[src/rtl/vtg_pkg.sv]
package vtg_pkg;

  typedef enum logic [1:0] {
    MODE_SERRATED = 2'd0,
    MODE_BROAD    = 2'd1,
    MODE_SEPARATE = 2'd2,
    MODE_SEP_ALT  = 2'd3
  } line_mode_e;

  function automatic logic comp_sync(line_mode_e m, logic h_act, logic v_act);
    logic r;
    case (m)
      MODE_SERRATED: r = v_act ? !h_act : h_act;
      MODE_BROAD:    r = v_act ? 1'b1   : h_act;
      default:       r = h_act;
    endcase
    return r;
  endfunction

endpackage

[src/rtl/vtg_ref_qual.sv]
module vtg_ref_qual (
  input  logic clk,
  input  logic rst,
  input  logic slave,
  input  logic use_emb,
  input  logic hs_in,
  input  logic vs_in,
  input  logic fid_in,
  input  logic emb_h,
  input  logic emb_v,
  input  logic emb_f,
  output logic h_ref,
  output logic v_ref,
  output logic f_ref
);
  localparam int NREF = 2;

  logic [NREF-1:0] lvl;
  logic [NREF-1:0] stb;
  logic [NREF-1:0] hit;

  assign lvl = {vs_in, hs_in};
  assign stb = {emb_v, emb_h};

  for (genvar i = 0; i < NREF; i++) begin : g_ref
    logic prev_q;
    always_ff @(posedge clk) begin
      if (rst) prev_q <= 1'b0;
      else     prev_q <= lvl[i];
    end
    assign hit[i] = slave && (use_emb ? stb[i] : (lvl[i] && !prev_q));
  end

  assign h_ref = hit[0];
  assign v_ref = hit[1];
  assign f_ref = use_emb ? emb_f : fid_in;
endmodule

[src/rtl/vtg_raster_cnt.sv]
module vtg_raster_cnt #(
  parameter int PX_W = 12,
  parameter int LN_W = 11
) (
  input  logic            clk,
  input  logic            rst,
  input  logic [PX_W-1:0] total_px,
  input  logic [LN_W-1:0] frame_lines,
  input  logic [LN_W-1:0] field1_lines,
  input  logic            interlaced,
  input  logic [PX_W-1:0] h_delay,
  input  logic [LN_W-1:0] v_delay,
  input  logic            h_ref,
  input  logic            v_ref,
  input  logic            f_ref,
  output logic [PX_W-1:0] px,
  output logic [LN_W-1:0] ln
);
  logic            px_last;
  logic            ln_last;
  logic [LN_W-1:0] v_load;

  assign px_last = px >= (total_px - PX_W'(1));
  assign ln_last = ln >= (frame_lines - LN_W'(1));
  assign v_load  = v_delay + ((interlaced && f_ref) ? field1_lines : '0);

  always_ff @(posedge clk) begin
    if (rst) begin
      px <= '0;
      ln <= '0;
    end else begin
      if (h_ref)        px <= h_delay;
      else if (px_last) px <= '0;
      else              px <= px + PX_W'(1);

      if (v_ref)                   ln <= v_load;
      else if (px_last && !h_ref)  ln <= ln_last ? '0 : ln + LN_W'(1);
    end
  end
endmodule

[src/rtl/vtg_sync_dec.sv]
module vtg_sync_dec
  import vtg_pkg::*;
#(
  parameter int PX_W = 12,
  parameter int LN_W = 11
) (
  input  logic            clk,
  input  logic            rst,
  input  logic [PX_W-1:0] px,
  input  logic [LN_W-1:0] ln,
  input  logic [PX_W-1:0] active_px,
  input  logic [PX_W-1:0] hs_width,
  input  logic [LN_W-1:0] field1_lines,
  input  logic [LN_W-1:0] vs_lines,
  input  logic [LN_W-1:0] vblank_lines,
  input  logic            interlaced,
  input  logic [1:0]      mode,
  input  logic            hs_pol,
  input  logic            vs_pol,
  input  logic            cs_en,
  input  logic            cs_all,
  output logic            hs_o,
  output logic            vs_o,
  output logic            fid_o,
  output logic            blank_o,
  output logic            sync_y_o,
  output logic            sync_c_o
);
  logic            in_f2;
  logic [LN_W-1:0] fline;
  logic            h_act, v_act, bl_act, cs_act;

  always_comb begin
    in_f2  = interlaced && (ln >= field1_lines);
    fline  = in_f2 ? (ln - field1_lines) : ln;
    h_act  = px < hs_width;
    v_act  = fline < vs_lines;
    bl_act = (px >= active_px) || (fline < vblank_lines);
    cs_act = comp_sync(line_mode_e'(mode), h_act, v_act);
  end

  always_ff @(posedge clk) begin
    if (rst) begin
      hs_o     <= 1'b0;
      vs_o     <= 1'b0;
      fid_o    <= 1'b0;
      blank_o  <= 1'b0;
      sync_y_o <= 1'b0;
      sync_c_o <= 1'b0;
    end else begin
      hs_o     <= !(h_act ^ hs_pol);
      vs_o     <= !(v_act ^ vs_pol);
      fid_o    <= in_f2;
      blank_o  <= bl_act;
      sync_y_o <= cs_en && cs_act;
      sync_c_o <= cs_en && cs_all && cs_act;
    end
  end
endmodule

[src/rtl/vtg_top.sv]
module vtg_top #(
  parameter int PX_W = 12,
  parameter int LN_W = 11
) (
  input  logic            clk,
  input  logic            rst,
  input  logic [PX_W-1:0] cfg_total_px,
  input  logic [PX_W-1:0] cfg_active_px,
  input  logic [PX_W-1:0] cfg_hs_width,
  input  logic [LN_W-1:0] cfg_frame_lines,
  input  logic [LN_W-1:0] cfg_field1_lines,
  input  logic [LN_W-1:0] cfg_vs_lines,
  input  logic [LN_W-1:0] cfg_vblank_lines,
  input  logic            cfg_interlaced,
  input  logic [1:0]      cfg_mode,
  input  logic            cfg_hs_pol,
  input  logic            cfg_vs_pol,
  input  logic            cfg_cs_en,
  input  logic            cfg_cs_all,
  input  logic            cfg_slave,
  input  logic            cfg_ref_emb,
  input  logic [PX_W-1:0] cfg_h_delay,
  input  logic [LN_W-1:0] cfg_v_delay,
  input  logic            hs_in,
  input  logic            vs_in,
  input  logic            fid_in,
  input  logic            emb_h_stb,
  input  logic            emb_v_stb,
  input  logic            emb_fid,
  output logic            hs_o,
  output logic            vs_o,
  output logic            fid_o,
  output logic            blank_o,
  output logic            sync_y_o,
  output logic            sync_c_o
);
  logic            h_ref, v_ref, f_ref;
  logic [PX_W-1:0] px_cnt;
  logic [LN_W-1:0] ln_cnt;

  vtg_ref_qual u_ref (
    .clk(clk), .rst(rst), .slave(cfg_slave), .use_emb(cfg_ref_emb),
    .hs_in(hs_in), .vs_in(vs_in), .fid_in(fid_in),
    .emb_h(emb_h_stb), .emb_v(emb_v_stb), .emb_f(emb_fid),
    .h_ref(h_ref), .v_ref(v_ref), .f_ref(f_ref)
  );

  vtg_raster_cnt #(.PX_W(PX_W), .LN_W(LN_W)) u_cnt (
    .clk(clk), .rst(rst),
    .total_px(cfg_total_px), .frame_lines(cfg_frame_lines),
    .field1_lines(cfg_field1_lines), .interlaced(cfg_interlaced),
    .h_delay(cfg_h_delay), .v_delay(cfg_v_delay),
    .h_ref(h_ref), .v_ref(v_ref), .f_ref(f_ref),
    .px(px_cnt), .ln(ln_cnt)
  );

  vtg_sync_dec #(.PX_W(PX_W), .LN_W(LN_W)) u_dec (
    .clk(clk), .rst(rst), .px(px_cnt), .ln(ln_cnt),
    .active_px(cfg_active_px), .hs_width(cfg_hs_width),
    .field1_lines(cfg_field1_lines), .vs_lines(cfg_vs_lines),
    .vblank_lines(cfg_vblank_lines), .interlaced(cfg_interlaced),
    .mode(cfg_mode), .hs_pol(cfg_hs_pol), .vs_pol(cfg_vs_pol),
    .cs_en(cfg_cs_en), .cs_all(cfg_cs_all),
    .hs_o(hs_o), .vs_o(vs_o), .fid_o(fid_o), .blank_o(blank_o),
    .sync_y_o(sync_y_o), .sync_c_o(sync_c_o)
  );
endmodule

[config.mk]
export PLATFORM = sky130hd
export DESIGN_NAME = vtg_top
export DESIGN_NICKNAME = d
export VERILOG_FILES = /design/src/rtl/vtg_pkg.sv /design/src/rtl/vtg_ref_qual.sv /design/src/rtl/vtg_raster_cnt.sv /design/src/rtl/vtg_sync_dec.sv /design/src/rtl/vtg_top.sv
export SDC_FILE = /design/constraint.sdc
export NUM_CORES = 1
export LEC_CHECK = 0
export BUFFER_PORTS_ARGS = -buffer_cell sky130_fd_sc_hd__buf_4
export CAP_MARGIN = 5
export CORE_ASPECT_RATIO = 1.25
export CORE_UTILIZATION = 54
export DETAILED_ROUTE_END_ITERATION = 8
export PLACE_DENSITY = 0.82
export RECOVER_POWER = 100
export SLEW_MARGIN = 20
export SYNTH_ARGS = -nofsm -noshare
export SYNTH_HDL_FRONTEND = slang
export SYNTH_SLANG_ARGS = --single-unit
[constraint.sdc]
create_clock -name clk -period 6.55 [get_ports clk]
set_clock_uncertainty 0.05 [all_clocks]
set_input_delay 0.655 -clock clk [delete_from_list [all_inputs] [get_ports clk]]
set_output_delay 0.655 -clock clk [all_outputs]
set_load 0.005 [all_outputs]
==> out/metrics.cfg, run 1 <==
[status]
run_status=finished, violations left
violations=DRC, capacitance limit, slew limit

[power]
power.share.clock=0.255
seqPwrFrac=0.295
p_leak_nw=3.02
power_density_mw_per_mm2=137
p_int_mw=0.503
ir_worst_vdd_mv=0.0893
p_sw_mw=0.273
combPwrFrac=0.450
switching_share=0.352

[place]
gp_congestion=0.907
io_buffers=125
dpl.hpwl_um=10300

[critical_path]
worstSetupEndpointType=register
worstRegToRegCells=20
crit_path_max_fanout=21
timing.rr.start=u_cnt.ln[0]$_SDFFE_PP0P_
arrival_ns=5.65
critPathLaunchType=input pin
critPathRequiredTime_ns=6.66
worstSetupPathType=in -> reg
r2r_end=u_dec.sync_c_o$_SDFF_PP0_
ff2ff_setup_slack_ns=1.03
crit_path_start=cfg_field1_lines[5]
crit_end=u_dec.sync_c_o$_SDFF_PP0_

[yosys]
async_flop_share=0
netlist-cell-type-count=56
ys_top_cells_by_count=92 x ha_1, 75 x inv_1, 35 x nand2_1, 35 x nor2_1, 32 x o21ai_0
syn_area_per_cell_sq_um=7.69
yosysWarnings=0
yosys.area.top_type=ha_1
synth_cells=591
yosysMostFrequentCell=ha_1
synth_top_area_share=0.253
ys_seq_area_frac=0.137
ys.flop_type=dfxtp_1
ys_top_cells_by_area=ha_1 25%, dfxtp_1 14%, inv_1 6.2%, a21o_1 4.8%, xnor2_1 4.4%
syn-num-nets=805
synth_seq_cells=31
synthesis.area_sq_mm=0.00454
synth_enable_flop_cells=0

[timing]
setup_viol=0
rsz0062_at_grt=no
maxSlewViolCount=16
period_share=0.845
tightestPinTransition_ns=1.56
finalSetupTns_ns=0
fin_crit_ns=5.54
relSlewSlack=-0.0492
finalHoldViolCount=0
fmax_ghz=0.181

[die]
io-pin-count=126
fp-row-count=37
dieArea_sq_mm=0.00879
initial_utilization=0.555
die_w_um=84.1
die_h_um=105
core-area_sq_mm=0.00819

[global_route]
grt_pass1_wl_um=19700
antenna_found_initial=0
grt_usage=0.274
grt_pass1_vias=4660
grt_max_degree=28
overflow=0

[final_layout]
nNetsFinal=926
syn_to_final_growth_pct=24.5
drive_gt1_frac=0.201
utilization=0.690
antenna_cells=0

[drt]
drc=22
vias_per_cell=5.90
routed_wl_um=12200
routedWlPerCell_um=15.0
dr.first_iter.drc_count=192
antenna_left=0
dr.pass1.iters=7
vias=4782

[clock_tree]
cts_setup_buffers=0
cts_hold_buf=0
cts_inserted_buffers=5
cts_resized=0
cts_tree=built
clk_pin_slew_ns=0.07
clock-sinks=31
clock_path_buffers=2
cts_root_buffer=clkbuf_8
h-tree-depth=2
clk_latency_ns=0.28

[hold_path]
hp-class=in -> reg
min_from=hs_in

[job]
drv_cap=1

## worst max-delay path, cell delays in order
cell       delay, ns
buf_4           0.08
inv_1           0.03
ha_1            0.37
and3_1          0.18
o21ai_1         0.16
a21oi_1         0.10
a2111oi_0       0.68
o21ai_2         0.40
o21ai_0         0.34
ha_1            0.30
a21o_1          0.16
a21o_1          0.17
a221o_1         0.29
a221oi_1        0.47
nand3_1         0.15
mux2i_1         0.15
a21oi_1         0.09
ha_1            0.31
o21ai_0         0.17
nor3b_1         0.07
a31oi_1         0.18
a21boi_0        0.11
## registers in the layout, indices dropped and copies added, names as in the netlist
name and cells:
u_cnt.px 12, u_dec.sync_c_o 1, u_dec.hs_o 1, u_dec.vs_o 1, u_dec.fid_o 1, u_dec.blank_o 1
u_dec.sync_y_o 1, u_cnt.ln 11, u_ref.g_ref.prev_q 2
## cells by family after synthesis
logic type	Yosys count	share of synthesized area
AND/OR/NAND/NOR	171	0.194
AO/OA/AOI/OAI	156	0.230
adder cells (fa/ha/maj)	94	0.262
buffers and inverters	87	0.0730
XOR/XNOR	46	0.0887
flip-flops	31	0.137
multiplexers	6	0.0157
## layout by cell type, fill, tap and decap left out, types with 17 or more instances in the layout
| master | instances |
|---|---|
| a21o_1 | 29 |
| a21oi_1 | 28 |
| buf_4 | 117 |
| dfxtp_1 | 31 |
| ha_1 | 92 |
| inv_1 | 75 |
| nand2_1 | 35 |
| nand3_1 | 17 |
| nor2_1 | 36 |
| o21ai_0 | 33 |
| xnor2_1 | 23 |
| xor2_1 | 23 |
## layer usage
metal,global-route usage,up-vias,share of wire
li1,-,2366,-
met1,0.302,2198,0.39
met2,0.520,181,0.52
met3,0.0348,37,0.061
met4,0.113,0,0.032
met5,0,-,0
## power by group through the flow
stage | Clock (mW) | Sequential (mW) | Combinational, mW
floorplan | 0 | 0.223 | 0.227
global placement | 0 | 0.232 | 0.334
detailed placement | 0 | 0.232 | 0.348
CTS | 0.199 | 0.228 | 0.351
global route | 0.208 | 0.230 | 0.392
finish | 0.198 | 0.229 | 0.349
## worst min path at each step
| stage | slack [ns] | to | cells past startpoint |
|---|---|---|---|
| CTS | 0.55 | u_ref.g_ref[0].prev_q$_SDFF_PP0_ | 2 |
| detailed placement | 0.54 | u_cnt.ln[10]$_SDFFE_PP0P_ | 2 |
| floorplan | 0.47 | u_cnt.ln[10]$_SDFFE_PP0P_ | 2 |
| global placement | 0.53 | u_cnt.ln[10]$_SDFFE_PP0P_ | 2 |
| finish | 0.55 | u_ref.g_ref[0].prev_q$_SDFF_PP0_ | 2 |
| global route | 0.55 | u_ref.g_ref[0].prev_q$_SDFF_PP0_ | 2 |
## final cells by class
type | instances | area, sq um
multi-input cells | 473 | 3570
clock buffers | 6 | 82.6
flip-flops and latches | 31 | 621
well taps | 97 | 121
clock inverters | 2 | 35.0
fillers | 712 | 2540
repair buffers | 126 | 942
inverters | 75 | 282
## metrics by stage
step / instances / hold slack, ns / total power [mW] / setup WS, ns / cell area [sq um]
5_1_grt: 810 / 0.548 / 0.831 / 0.780 / 5660
4_1_cts: 810 / 0.550 / 0.778 / 1.30 / 5680
3_3_place_gp: 802 / 0.533 / 0.566 / 1.25 / 5560
2_1_floorplan: 591 / 0.467 / 0.450 / 1.76 / 4540
6_report: 810 / 0.550 / 0.776 / 1.01 / 5660
3_5_place_dp: 802 / 0.535 / 0.581 / 1.03 / 5560
(Power assumes the default switching activity.)
==> run 2: changes to the inputs <==
Settings changed: ABC_AREA set to 1, CORE_UTILIZATION 54 to 49, PLACE_DENSITY 0.82 to 0.78.
Clock period 6.55 ns to 4.9 ns, I/O delays scaled along.
==> out/metrics.cfg, run 2 <==
[power]
seqPwrFrac=0.279
combPwrFrac=0.452
p_total_mw=1.11
switching_share=0.374
power_density_mw_per_mm2=191
ir_worst_vdd_mv=0.147
p_sw_mw=0.415
power.share.clock=0.269
p_int_mw=0.695
p_leak_nw=3.07

[clock_tree]
clock-sinks=31
cts_tree=built
cts_hold_buf=0
cts_resized=0
clock_path_buffers=2
cts_root_buffer=clkbuf_16
clk_latency_ns=0.27
cts_setup_buffers=0
cts_inserted_buffers=5
clk_pin_slew_ns=0.05
h-tree-depth=2

[die]
io-pin-count=126
dieArea_sq_mm=0.00980
core-area_sq_mm=0.00913
fp-row-count=39
die_h_um=110
initial_utilization=0.505
die_w_um=88.7

[timing]
period_share=0.884
finalHoldViolCount=0
setup_viol=0
maxSlewViolCount=0
fmax_ghz=0.231
rsz0062_at_grt=no
finalSetupTns_ns=0
fin_crit_ns=4.33
tightestPinTransition_ns=0.718
relSlewSlack=0.509

[yosys]
ys.flop_type=dfxtp_1
syn_area_per_cell_sq_um=6.44
synth_enable_flop_cells=0
yosys.area.top_type=ha_1
synth-simple-area-share=0.263
synth_cells=715
synth_top_family_by_area=simple AND/OR/NAND/NOR gates
yosys-mux-area-fraction=0
yosysMostFrequentCell=nand2_1
synth_compound_area_frac=0.179
synthXorXnorAreaFrac=0.0646
async_flop_share=0
synthesis.area_sq_mm=0.00461
synthAdderAreaFrac=0.259
yosysWarnings=0
ys_top_cells_by_count=132 x nand2_1, 110 x inv_1, 92 x ha_1, 80 x a21oi_1, 72 x nor2_1
synth_seq_cells=31
ys_seq_area_frac=0.135
ys_top_cells_by_area=ha_1 25%, dfxtp_1 13%, nand2_1 11%, inv_1 9.0%, a21oi_1 8.7%
synth_top_area_share=0.250
syn-num-nets=929
netlist-cell-type-count=42

[hold_path]
whs_path_depth=2
hp-class=in -> reg

[global_route]
antenna_found_initial=0
overflow=0
grt_pass1_vias=5084
grt_usage=0.286
grt_max_degree=21
grt_pass1_wl_um=22200

[final_layout]
nNetsFinal=1054
antenna_cells=0
drive_gt1_frac=0.168
utilization=0.636
syn_to_final_growth_pct=25.9
reg.largest.list=u_cnt.px (12), u_cnt.ln (11), u_ref.g_ref.prev_q (2)
final_common_cell=nand2_1
largest_register_ffs=12
top_register=u_cnt.px
fin_cells=963
fill_cells=854
final_cell_mix=132 x nand2_1, 118 x buf_4, 111 x inv_1

[status]
run_status=completed

[critical_path]
crit_path_start=u_cnt.ln[5]$_SDFFE_PP0P_
critPathLaunchType=register
worstRegToRegCells=21
r2r_end=u_dec.sync_c_o$_SDFF_PP0_
crit_end=u_dec.sync_c_o$_SDFF_PP0_
worstSetupPathType=reg -> reg
critPathRequiredTime_ns=5.02
crit_path_max_fanout=16
worstSetupEndpointType=register
arrival_ns=4.45
timing.rr.start=u_cnt.ln[5]$_SDFFE_PP0P_
ff2ff_setup_slack_ns=0.57

[job]
drv_cap=0

[place]
dpl.hpwl_um=11700
place_inst=956
io_buffers=125
gp_congestion=0.966

[drt]
dr.pass1.iters=6
routedWlPerCell_um=14.2
vias=5215
drc=0
routed_wl_um=13700
vias_per_cell=5.42
dr.first_iter.drc_count=156
antenna_left=0

run 2: power by group through the flow:
stage / Sequential [mW] / Combinational [mW] / Clock [mW]
after floorplan: 0.300 / 0.320 / 0
after global placement: 0.313 / 0.480 / 0
after detailed placement: 0.314 / 0.498 / 0
after CTS: 0.309 / 0.501 / 0.303
after global routing: 0.312 / 0.570 / 0.315
final: 0.309 / 0.501 / 0.299
run 2: final cells by class:
cell class	instances	area, sq um	area share
tap	123	154	0.0265
multi-input combinational	561	3520	0.607
clock inverter	1	5.00	0.000863
timing repair buffer	126	927	0.160
clock buffer	6	139	0.0239
sequential	31	621	0.107
inverter	115	432	0.0744
run 2: cells by family after synthesis:
logic type | count (synthesis)
AND/OR/NAND/NOR | 280
AO/OA/AOI/OAI | 153
buffers and inverters | 123
adder cells (fa/ha/maj) | 94
XOR/XNOR | 34
flip-flops | 31
run 2: metrics by stage:
stage	hold WS, ns	setup slack [ns]	instance area [sq um]
final	0.354	0.569	5800
after global routing	0.354	0.152	5800
after CTS	0.349	0.605	5820
after detailed placement	0.519	0.492	5670
after global placement	0.501	0.663	5670
after floorplan	0.439	1.09	4610
run 2: worst min-delay path by stage:
stage	slack (ns)	end	start
floorplan	0.44	u_cnt.ln[8]$_SDFFE_PP0P_	u_cnt.ln[8]$_SDFFE_PP0P_
global placement	0.50	u_cnt.px[0]$_SDFF_PP0_	u_cnt.px[0]$_SDFF_PP0_
detailed placement	0.52	u_cnt.px[0]$_SDFF_PP0_	u_cnt.px[0]$_SDFF_PP0_
CTS	0.35	u_dec.hs_o$_SDFF_PP0_	cfg_hs_pol
global route	0.35	u_dec.hs_o$_SDFF_PP0_	cfg_hs_pol
finish	0.35	u_dec.hs_o$_SDFF_PP0_	cfg_hs_pol
run 2: layer usage:
layer / wire [um] / part of all wire / global-route usage / vias up
li1: - / - / - / 2648
met1: 5410 / 0.39 / 0.312 / 2331
met2: 6900 / 0.50 / 0.527 / 185
met3: 773 / 0.056 / 0.0359 / 51
met4: 622 / 0.045 / 0.138 / 0
met5: 0 / 0 / 0 / -
run 2: critical path, cell delays in order (launching register included):
cell and delay, ns:
dfxtp_1 0.52, ha_1 0.36, nand2_1 0.12, inv_1 0.05
a21oi_1 0.16, nand2_2 0.10, nand2_1 0.07, nand2_1 0.09
nand2_2 0.23, inv_2 0.11, o21ai_0 0.30, ha_1 0.33
a21oi_1 0.18, a21oi_1 0.08, a2111oi_0 0.56, nand2_1 0.13
ha_1 0.30, a21oi_1 0.13, o21ai_0 0.09, nand3_1 0.07
a21oi_1 0.06, and2_1 0.14
==> run 3: changes to the inputs <==
Settings changed: CORE_UTILIZATION 49 to 51, PLACE_DENSITY 0.78 to 0.8, SYNTH_HIERARCHICAL set to 1.
==> out/metrics.cfg, run 3 <==
[drt]
drc=0
dr.first_iter.drc_count=207
routedWlPerCell_um=12.4
vias=5666
routed_wl_um=13800
antenna_left=0
vias_per_cell=5.09
dr.pass1.iters=6

[timing]
period_share=0.820
finalSetupTns_ns=0
finalHoldViolCount=0
fin_crit_ns=4.02
fmax_ghz=0.249
tightestPinTransition_ns=0.946
rsz0062_at_grt=no
setup_viol=0
maxSlewViolCount=0
relSlewSlack=0.369

[yosys]
yosysMostFrequentCell=nand2_1
yosys.area.top_type=ha_1
ys_top_cells_by_count=220 x nand2_1, 165 x inv_1, 103 x nor2_1, 92 x ha_1, 56 x nand3_1
netlist-cell-type-count=41
ys_top_cells_by_area=ha_1 22%, nand2_1 16%, dfxtp_1 12%, inv_1 12%, nor2_1 7.4%
synthesis.area_sq_mm=0.00520
synth_top_area_share=0.221
syn_area_per_cell_sq_um=6.01
ys.flop_type=dfxtp_1
ys_seq_area_frac=0.119
synth_seq_cells=31
synth_cells=866
syn-num-nets=1080
async_flop_share=0
synth_enable_flop_cells=0
yosysWarnings=6

[power]
p_sw_mw=0.489
power.share.clock=0.254
seqPwrFrac=0.264
power_density_mw_per_mm2=194
ir_worst_vdd_mv=0.116
p_leak_nw=3.73
p_int_mw=0.736
switching_share=0.399
combPwrFrac=0.483

[hold_path]
hp-class=in -> reg
whs_path_depth=2

[critical_path]
crit_top_cell=nand2_1
ff2ff_setup_slack_ns=0.88
crit_path_max_fanout=18
slowest_stage=dfxtp_1
critPathLaunchType=register
arrival_ns=4.14
r2r_end=u_dec/sync_c_o$_SDFF_PP0_
timing.rr.start=u_cnt/ln[2]$_SDFFE_PP0P_
crit_end=u_dec/sync_c_o$_SDFF_PP0_
critPathRequiredTime_ns=5.02
crit_path_start=u_cnt/ln[2]$_SDFFE_PP0P_
worstSetupPathType=reg -> reg
cp_cell_sequence=ha_1 > a21oi_1 > nand2_2 > nand2_1 > nand2_1 > nand2_1 > nand2_4 > nand2_1 > o21ai_0 > ha_1 > a21oi_1 > nor2_1 > a211oi_1 > o221a_2 > nand2_1 > ha_1 > a21oi_1 > o21ai_0 > nand3_1 > a21oi_1 > and2_1
worstRegToRegCells=21
worstSetupEndpointType=register
max_stage_delay_ns=0.52

[global_route]
grt_pass1_wl_um=22500
grt_max_degree=19
overflow=0
grt_pass1_vias=5279
antenna_found_initial=0
grt_usage=0.263

[final_layout]
stdcell_area_sq_mm=0.00633
syn_to_final_growth_pct=21.6
top_register=u_cnt/px
drive_gt1_frac=0.147
antenna_cells=0
fin_cells=1114
nNetsFinal=1202
fill_cells=989
final_cell_mix=226 x nand2_1, 166 x inv_1, 118 x buf_4
largest_register_ffs=12
final_common_cell=nand2_1
reg.largest.list=u_cnt/px (12), u_cnt/ln (11), u_ref/g_ref.prev_q (2)
utilization=0.649

[die]
die_w_um=92.4
die_h_um=115
core-area_sq_mm=0.00976
initial_utilization=0.533
dieArea_sq_mm=0.0106
io-pin-count=126
fp-row-count=40

[place]
dpl.hpwl_um=11400
place_inst=1107
io_buffers=125
dpl-instance-area_sq_mm=0.00624
gp_congestion=0.856

[clock_tree]
cts_root_buffer=clkbuf_16
cts_inserted_buffers=5
cts_hold_buf=0
clk_pin_slew_ns=0.06
clock-sinks=31
h-tree-depth=2
clk_latency_ns=0.28
clock_path_buffers=2
cts_resized=0
cts_tree=built
cts_setup_buffers=0

[status]
run_status=completed

[job]
drv_cap=0

-- run 3: changes by cell type after synthesis, moves of 7 or more --
cell     change
o21ai_1     -13
nand3_1     +24
nand4_1     +10
o21ai_0     -11
inv_1       +55
a21oi_1     -32
nand2_2      +7
nor2_1      +31
nand2_1     +88
-- run 3: metrics by stage --
step | hold WS (ns) | setup WS [ns] | power (mW)
3_5_place_dp | 0.592 | 1.04 | 0.923
4_1_cts | 0.342 | 1.14 | 1.24
5_1_grt | 0.342 | 0.514 | 1.33
3_3_place_gp | 0.588 | 1.08 | 0.912
6_report | 0.345 | 0.884 | 1.23
2_1_floorplan | 0.502 | 1.40 | 0.728
-- run 3: how the worst min path moves through the flow --
| stage | startpoint | end |
|---|---|---|
| final | cfg_hs_pol | u_dec/hs_o$_SDFF_PP0_ |
| after floorplan | u_cnt/px[0]$_SDFF_PP0_ | u_cnt/px[0]$_SDFF_PP0_ |
| after global routing | cfg_hs_pol | u_dec/hs_o$_SDFF_PP0_ |
| after global placement | u_cnt/px[6]$_SDFF_PP0_ | u_cnt/px[6]$_SDFF_PP0_ |
| after CTS | cfg_hs_pol | u_dec/hs_o$_SDFF_PP0_ |
| after detailed placement | u_cnt/px[0]$_SDFF_PP0_ | u_cnt/px[0]$_SDFF_PP0_ |
-- run 3: cells by family after synthesis --
family,Yosys count,synth area share
XOR/XNOR,29,0.0488
adder cells (fa/ha/maj),94,0.229
buffers and inverters,178,0.134
AND/OR/NAND/NOR,439,0.364
flip-flops,31,0.119
AO/OA/AOI/OAI,95,0.105
-- run 3: area by class of cell --
cell class,count,area [sq um],share of cell area
Multi-Input combinational cell,657,3850,0.608
Sequential cell,31,621,0.0980
Clock buffer,6,139,0.0219
Timing Repair Buffer,126,931,0.147
Inverter,167,627,0.0990
Tap cell,126,158,0.0249
Clock inverter,1,5.00,0.000791
-- run 3: power by group through the flow --
stage | logic [mW] | registers, mW | clock network (mW)
after floorplan | 0.418 | 0.309 | 0
after global placement | 0.584 | 0.329 | 0
after detailed placement | 0.594 | 0.329 | 0
after CTS | 0.598 | 0.323 | 0.315
after global routing | 0.681 | 0.327 | 0.325
final | 0.592 | 0.323 | 0.311
-- run 3: critical path, delay by kind of cell, from the launching register on --
kind	cells	cell delay, ns
AOI/OAI and AO/OA	8	1.26
adders and majority gates	3	0.98
DFF	1	0.52
and+or+nand+nor	10	1.10
-- run 3: per-layer routing --
layer / track usage / vias to the layer above / share of wire
met1: 0.280 / 2465 / 0.41
met3: 0.0384 / 23 / 0.053
met4: 0.101 / 0 / 0.024
met2: 0.515 / 171 / 0.51
li1: - / 3007 / -
met5: 0 / - / 0
